==> config.mk <==
export PLATFORM = sky130hd
export DESIGN_NAME = xram_router
export DESIGN_NICKNAME = d
export VERILOG_FILES = /design/src/rtl/xr_pkg.sv /design/src/rtl/xr_key_fsm.sv /design/src/rtl/xr_route.sv /design/src/rtl/xr_ram.sv /design/src/rtl/xram_router.sv
export SDC_FILE = /design/constraint.sdc
export NUM_CORES = 2
export LEC_CHECK = 0
export ABC_AREA = 1
export BUFFER_PORTS_ARGS = -buffer_cell sky130_fd_sc_hd__buf_2
export CAP_MARGIN = 20
export CELL_PAD_IN_SITES_DETAIL_PLACEMENT = 1
export CELL_PAD_IN_SITES_GLOBAL_PLACEMENT = 1
export CORE_MARGIN = 3
export CORE_UTILIZATION = 55
export CTS_CLUSTER_SIZE = 24
export DETAILED_ROUTE_END_ITERATION = 10
export PLACE_DENSITY = 0.84
export SYNTH_ARGS = -nofsm -noshare
export SYNTH_HDL_FRONTEND = slang
export SYNTH_SLANG_ARGS = --single-unit
==> constraint.sdc <==
create_clock -name clk -period 3.2 [get_ports clk]
set_clock_uncertainty 0.15 [all_clocks]
set_input_delay 0 -clock clk [delete_from_list [all_inputs] [get_ports clk]]
set_output_delay 0 -clock clk [all_outputs]
set_load 0.05 [all_outputs]
==> src/rtl/xr_pkg.sv <==
package xr_pkg;
    localparam logic [7:0] KEY_ADDR  = 8'hF6;
    localparam logic [7:0] CTRL_ADDR = 8'hBF;
    localparam logic [7:0] KEY_FIRST = 8'h87;
    localparam logic [7:0] KEY_SECOND = 8'h59;
    localparam logic [7:0] KEY_LOCK  = 8'h00;
    localparam int         EN_BIT    = 4;

    typedef enum logic [1:0] {
        LK_IDLE = 2'd0,
        LK_HALF = 2'd1,
        LK_OPEN = 2'd2
    } lock_state_t;
endpackage

==> src/rtl/xr_key_fsm.sv <==
module xr_key_fsm
    import xr_pkg::*;
(
    input  logic       clk,
    input  logic       rst_n,
    input  logic       key_we,
    input  logic [7:0] key_data,
    output logic       unlocked
);
    lock_state_t state_q, state_d;

    // state register
    always_ff @(posedge clk or negedge rst_n) begin
        if (!rst_n) state_q <= LK_IDLE;
        else        state_q <= state_d;
    end

    // next state
    always_comb begin
        state_d = state_q;
        if (key_we) begin
            unique case (state_q)
                LK_IDLE: if (key_data == KEY_FIRST) state_d = LK_HALF;   // first_ok
                LK_HALF: begin
                    if (key_data == KEY_SECOND)     state_d = LK_OPEN;   // second_ok
                    else if (key_data == KEY_FIRST) state_d = LK_HALF;   // restart
                    else                            state_d = LK_IDLE;   // abort
                end
                LK_OPEN: if (key_data == KEY_LOCK)  state_d = LK_IDLE;   // relock
                default:                            state_d = LK_IDLE;
            endcase
        end
    end

    // outputs
    always_comb begin
        unlocked = (state_q == LK_OPEN);
    end
endmodule

==> src/rtl/xr_route.sv <==
module xr_route (
    input  logic en,
    input  logic req,
    input  logic short_ptr,
    input  logic we,
    input  logic upper_zero,
    input  logic fetch_int,
    output logic onchip,
    output logic ext_rd,
    output logic ext_wr,
    output logic drv_lo,
    output logic drv_hi
);
    logic ext_go;

    always_comb begin
        onchip = req && en && (short_ptr || upper_zero);
        ext_go = req && !onchip;
        ext_rd = ext_go && !we;
        ext_wr = ext_go && we;
        drv_lo = !fetch_int || ext_go;
        drv_hi = !fetch_int || (ext_go && !short_ptr);
    end
endmodule

==> src/rtl/xr_ram.sv <==
module xr_ram #(
    parameter int AW = 8,
    parameter int DW = 8
) (
    input  logic          clk,
    input  logic          rst_n,
    input  logic          wr,
    input  logic          rd,
    input  logic [AW-1:0] addr,
    input  logic [DW-1:0] wdata,
    output logic [DW-1:0] rdata,
    output logic          rvalid
);
    localparam int DEPTH = 1 << AW;

    logic [DW-1:0] mem [DEPTH];

    always_ff @(posedge clk) begin
        if (wr) mem[addr] <= wdata;
    end

    always_ff @(posedge clk or negedge rst_n) begin
        if (!rst_n) begin
            rdata  <= '0;
            rvalid <= 1'b0;
        end else begin
            rvalid <= rd;
            if (rd) rdata <= mem[addr];
        end
    end
endmodule

==> src/rtl/xram_router.sv <==
module xram_router
    import xr_pkg::*;
#(
    parameter int ADDR_W = 16,
    parameter int DATA_W = 8,
    parameter int RAM_AW = 8
) (
    input  logic              clk,
    input  logic              rst_n,
    input  logic              sfr_we,
    input  logic [7:0]        sfr_addr,
    input  logic [7:0]        sfr_wdata,
    input  logic              mem_req,
    input  logic              mem_short,
    input  logic              mem_we,
    input  logic [ADDR_W-1:0] mem_addr,
    input  logic [DATA_W-1:0] mem_wdata,
    input  logic              fetch_int,
    output logic [DATA_W-1:0] rd_data,
    output logic              rd_valid,
    output logic              ext_rd,
    output logic              ext_wr,
    output logic              port_drv_lo,
    output logic              port_drv_hi
);
    logic       unlocked;
    logic [7:0] ctrl_q;
    logic       key_we;
    logic       ctrl_we;
    logic       onchip;
    logic       upper_zero;

    always_comb begin
        key_we     = sfr_we && (sfr_addr == KEY_ADDR);
        ctrl_we    = sfr_we && (sfr_addr == CTRL_ADDR) && unlocked;
        upper_zero = (mem_addr[ADDR_W-1:RAM_AW] == '0);
    end

    xr_key_fsm u_key (
        .clk      (clk),
        .rst_n    (rst_n),
        .key_we   (key_we),
        .key_data (sfr_wdata),
        .unlocked (unlocked)
    );

    always_ff @(posedge clk or negedge rst_n) begin
        if (!rst_n)       ctrl_q <= 8'h00;
        else if (ctrl_we) ctrl_q <= sfr_wdata;
    end

    xr_route u_route (
        .en         (ctrl_q[EN_BIT]),
        .req        (mem_req),
        .short_ptr  (mem_short),
        .we         (mem_we),
        .upper_zero (upper_zero),
        .fetch_int  (fetch_int),
        .onchip     (onchip),
        .ext_rd     (ext_rd),
        .ext_wr     (ext_wr),
        .drv_lo     (port_drv_lo),
        .drv_hi     (port_drv_hi)
    );

    xr_ram #(.AW(RAM_AW), .DW(DATA_W)) u_ram (
        .clk    (clk),
        .rst_n  (rst_n),
        .wr     (onchip && mem_we),
        .rd     (onchip && !mem_we),
        .addr   (mem_addr[RAM_AW-1:0]),
        .wdata  (mem_wdata),
        .rdata  (rd_data),
        .rvalid (rd_valid)
    );
endmodule

==> run_results.csv <==
group,metric,value,unit
run_status,status,"finished clean",
power,pwr_density_cell,599,nW/µm²
route,drcViolationCount,0,
setup_path,worstPathMaxFanout,2,
power,p_leak,37.3,nW
clock_network,cts_setup_buffers,0,
floorplan,pin_count,60,
clock_network,clk_latency,0.86,ns
route,wl_per_cell,29.8,µm
timing,tightest_slew,1.17,ns
setup_path,cpMostUsedCell,"nand2_1",
cells_and_area,area_growth,14.2,%
hold_path,hold_start,"mem_wdata[0]",
global_routing,antenna_found_initial,9,
yosys,yosysMostFrequentCell,"nand2_1",
clock_network,cts_tree,"done",
power,peakVddDrop,0.561,mV
job,drv_cap,0,
global_routing,grt_pass1_vias,68800,
global_routing,grt_usage,38.5,%
setup_path,crit_path_end_kind,"flip-flop",
timing,timing.fmax,322,MHz
global_routing,overflow,0,
yosys,synth_edf_count,2048,
yosys,synth-main-ff-cell,"edfxtp_1",
route,firstDrtPassIters,6,
timing,totalNegativeSetupSlack,0,ns
cells_and_area,fin_cells,10200,
yosys,synth_fp_nets,7771,
floorplan,coreArea,152000,µm²
timing,slew_violations,0,
floorplan,rows,143,
timing,finalCriticalPeriod,3.10,ns
clock_network,clock-sinks,2060,
global_routing,grt_max_degree,132,
yosys,synth-seq-cells,2060,
yosys,synthTopCellsByCount,"nand2_1, edfxtp_1, nor2_1",
route,drtAntennaViolNets,0,
hold_path,min_path_type,"input port to flip-flop",
setup_path,cp.arrival,3.73,ns
yosys,syn-mean-instance-area,10.9,µm²
route,wirelength,305000,µm
yosys,netlist.area_leader.share,72.9,%
timing,max-slew-margin-rel,21.8,%
yosys,ys_warn_count,0,
yosys,synth_area_leaders,"edfxtp_1, nand2_1, nor2_1",
route,vias_per_cell,6.31,
timing,finalHoldViolCount,0,
setup_path,criticalPathCategory,"flip-flop to flip-flop",
floorplan,die_height,398,µm
yosys,async_flop_share,0.583,%
cells_and_area,final_nets,8064,
setup_path,worstPathCellList,"nand2_1, nand2_1, nand2_1, nand2_1, nand2_1, nand2_1, nor2_1, nor2_1, nor2_1, nand2_1, nand2_1, nand3_1, nor2_1, nor2_1",
floorplan,initial_core_util,55.4,%
clock_network,numCtsBuffers,204,
timing,fin_crit_sh,97.0,%
yosys,syn_inst,7724,
clock_network,cts_max_level,4,
power,total_power,0.0577,W
clock_network,cts.path.max_buffers,3,
yosys,synthDistinctLibCells,26,
global_routing,grt_pass1_wl,448000,µm
setup_path,r2r-start,"u_ram.mem[79][2]$_DFFE_PP_",
clock_network,clk_pin_slew,0.07,ns
cells_and_area,final_layout_size_suffix_gt1_share,9.79,%
placed_design,numPortBuffers,59,
floorplan,die_w,398,µm
setup_path,startpoint,"u_ram.mem[79][2]$_DFFE_PP_",
placed_design,place_inst,9807,
timing,rsz0062_at_grt,"false",
timing,setup_viol,0,
clock_network,cts-root-buf,"clkbuf_16",
route,drt_iter0_markers,8736,
floorplan,dieArea,158000,µm²
setup_path,crit_slowest_cell,"nor2_1",
setup_path,worstPathRequired,3.82,ns
setup_path,cpPeakStageDelay,0.88,ns
route,dr_total_vias,64600,
yosys,ys_seq_area_share,73.2,%
yosys,synth_area,84400,µm²
placed_design,place_hpwl,173000,µm
setup_path,worstSetupStartpointType,"flip-flop",
yosys,synth_top_cell_by_area,"edfxtp_1",
placed_design,place_congestion,0.881,
[through the flow]
| stage | util (%) | hold WS [ns] | cell area [µm²] | setup slack, ns |
|---|---|---|---|---|
| 3_5_place_dp | 58.7 | -0.140 | 89400 | 0.0283 |
| 5_1_grt | 63.3 | 0.0707 | 96300 | 0.0214 |
| 4_1_cts | 63.3 | 0.0174 | 96300 | 0.174 |
| 3_3_place_gp | 58.7 | -0.127 | 89400 | 0.0351 |
| 6_report | 63.3 | 0.0665 | 96300 | 0.0955 |
| 2_1_floorplan | - | -0.446 | 84400 | 0.981 |
[registers in the layout, indices dropped and copies added, names as in the netlist]
register       count
u_key.state_q      2
u_ram.rvalid       1
ctrl_q             1
u_ram.rdata        8
u_ram.mem       2048
[placed cells by master (no fill, tap or decap), types with 3 or more instances in the layout]
cell type	n
nand3_1	341
edfxtp_1	2048
nand4_1	135
nand2_1	3976
buf_12	65
dlygate4sd3_1	33
inv_6	5
nor2_4	6
diode_2	5
inv_1	28
clkinv_2	43
or2_2	9
buf_4	351
nor4_1	3
clkinv_1	56
o21ai_1	51
dfrtp_1	12
a21oi_1	59
buf_8	10
buf_2	49
nor2_2	3
clkbuf_16	209
bufinv_16	18
clkinvlp_4	5
clkinv_8	3
clkbuf_1	36
nand2_2	16
o21ai_0	12
nor2_1	591
[area by class of cell]
cell class	count	area, µm²
clock inverters	133	1180
clock buffers	245	5370
diodes	5	12.5
repair buffers	508	4660
well taps	2030	2540
fillers	15400	55900
multi-input cells	5211	20600
inverters	32	138
flip-flops and latches	2060	61800
[routing by layer]
| layer | GRT usage, % | up-vias | wire length, µm |
|---|---|---|---|
| met2 | 61.7 | 4804 | 145000 |
| met1 | 47.0 | 32100 | 104000 |
| li1 | - | 26400 | - |
| met5 | 0 | - | 45 |
| met4 | 23.2 | 6 | 20900 |
| met3 | 10.0 | 1237 | 34600 |
[final timing paths]
| kind | slack [ns] | end | depth (start not counted) |
|---|---|---|---|
| max in group asynchronous | 2.18 | u_ram.rdata[4]$_DFFE_PN0P_ | 5 |
| max | 0.1 | u_ram.rdata[2]$_DFFE_PN0P_ | 14 |
| min in group asynchronous | 0.54 | u_ram.rdata[2]$_DFFE_PN0P_ | 5 |
| max reg2reg | 0.1 | u_ram.rdata[2]$_DFFE_PN0P_ | 14 |
| min | 0.07 | u_ram.mem[119][0]$_DFFE_PP_ | 2 |
| min reg2reg | 0.49 | u_key.state_q[0]$_DFFE_PN0P_ | 1 |
[power by group]
part | switching, W | internal, W
combinational | 0.00296 | 0.000840
sequential | 0.0000223 | 0.0297
clock | 0.0108 | 0.0134
total | 0.0138 | 0.0439
[critical path, delay by kind of cell, from the launching register on]
| family | cells | cell delay (ns) |
|---|---|---|
| and+or+nand+nor | 14 | 2.48 |
| DFF | 1 | 0.41 |
[kinds of logic after synthesis]
family	Yosys count	synth area share (%)
multiplexers	2	0.0252
flip-flops	2060	73.2
buffers and inverters	453	2.41
AND/OR/NAND/NOR	5086	23.6
AO/OA/AOI/OAI	123	0.734
[repair_timing]
action,4_1_cts,5_1_grt
gates resized for setup,0,3
endpoints found under the hold margin,2044,0
setup endpoints to repair,0,9
hold buffers,34,0
No activity file was read; power rests on OpenSTA's default activity.
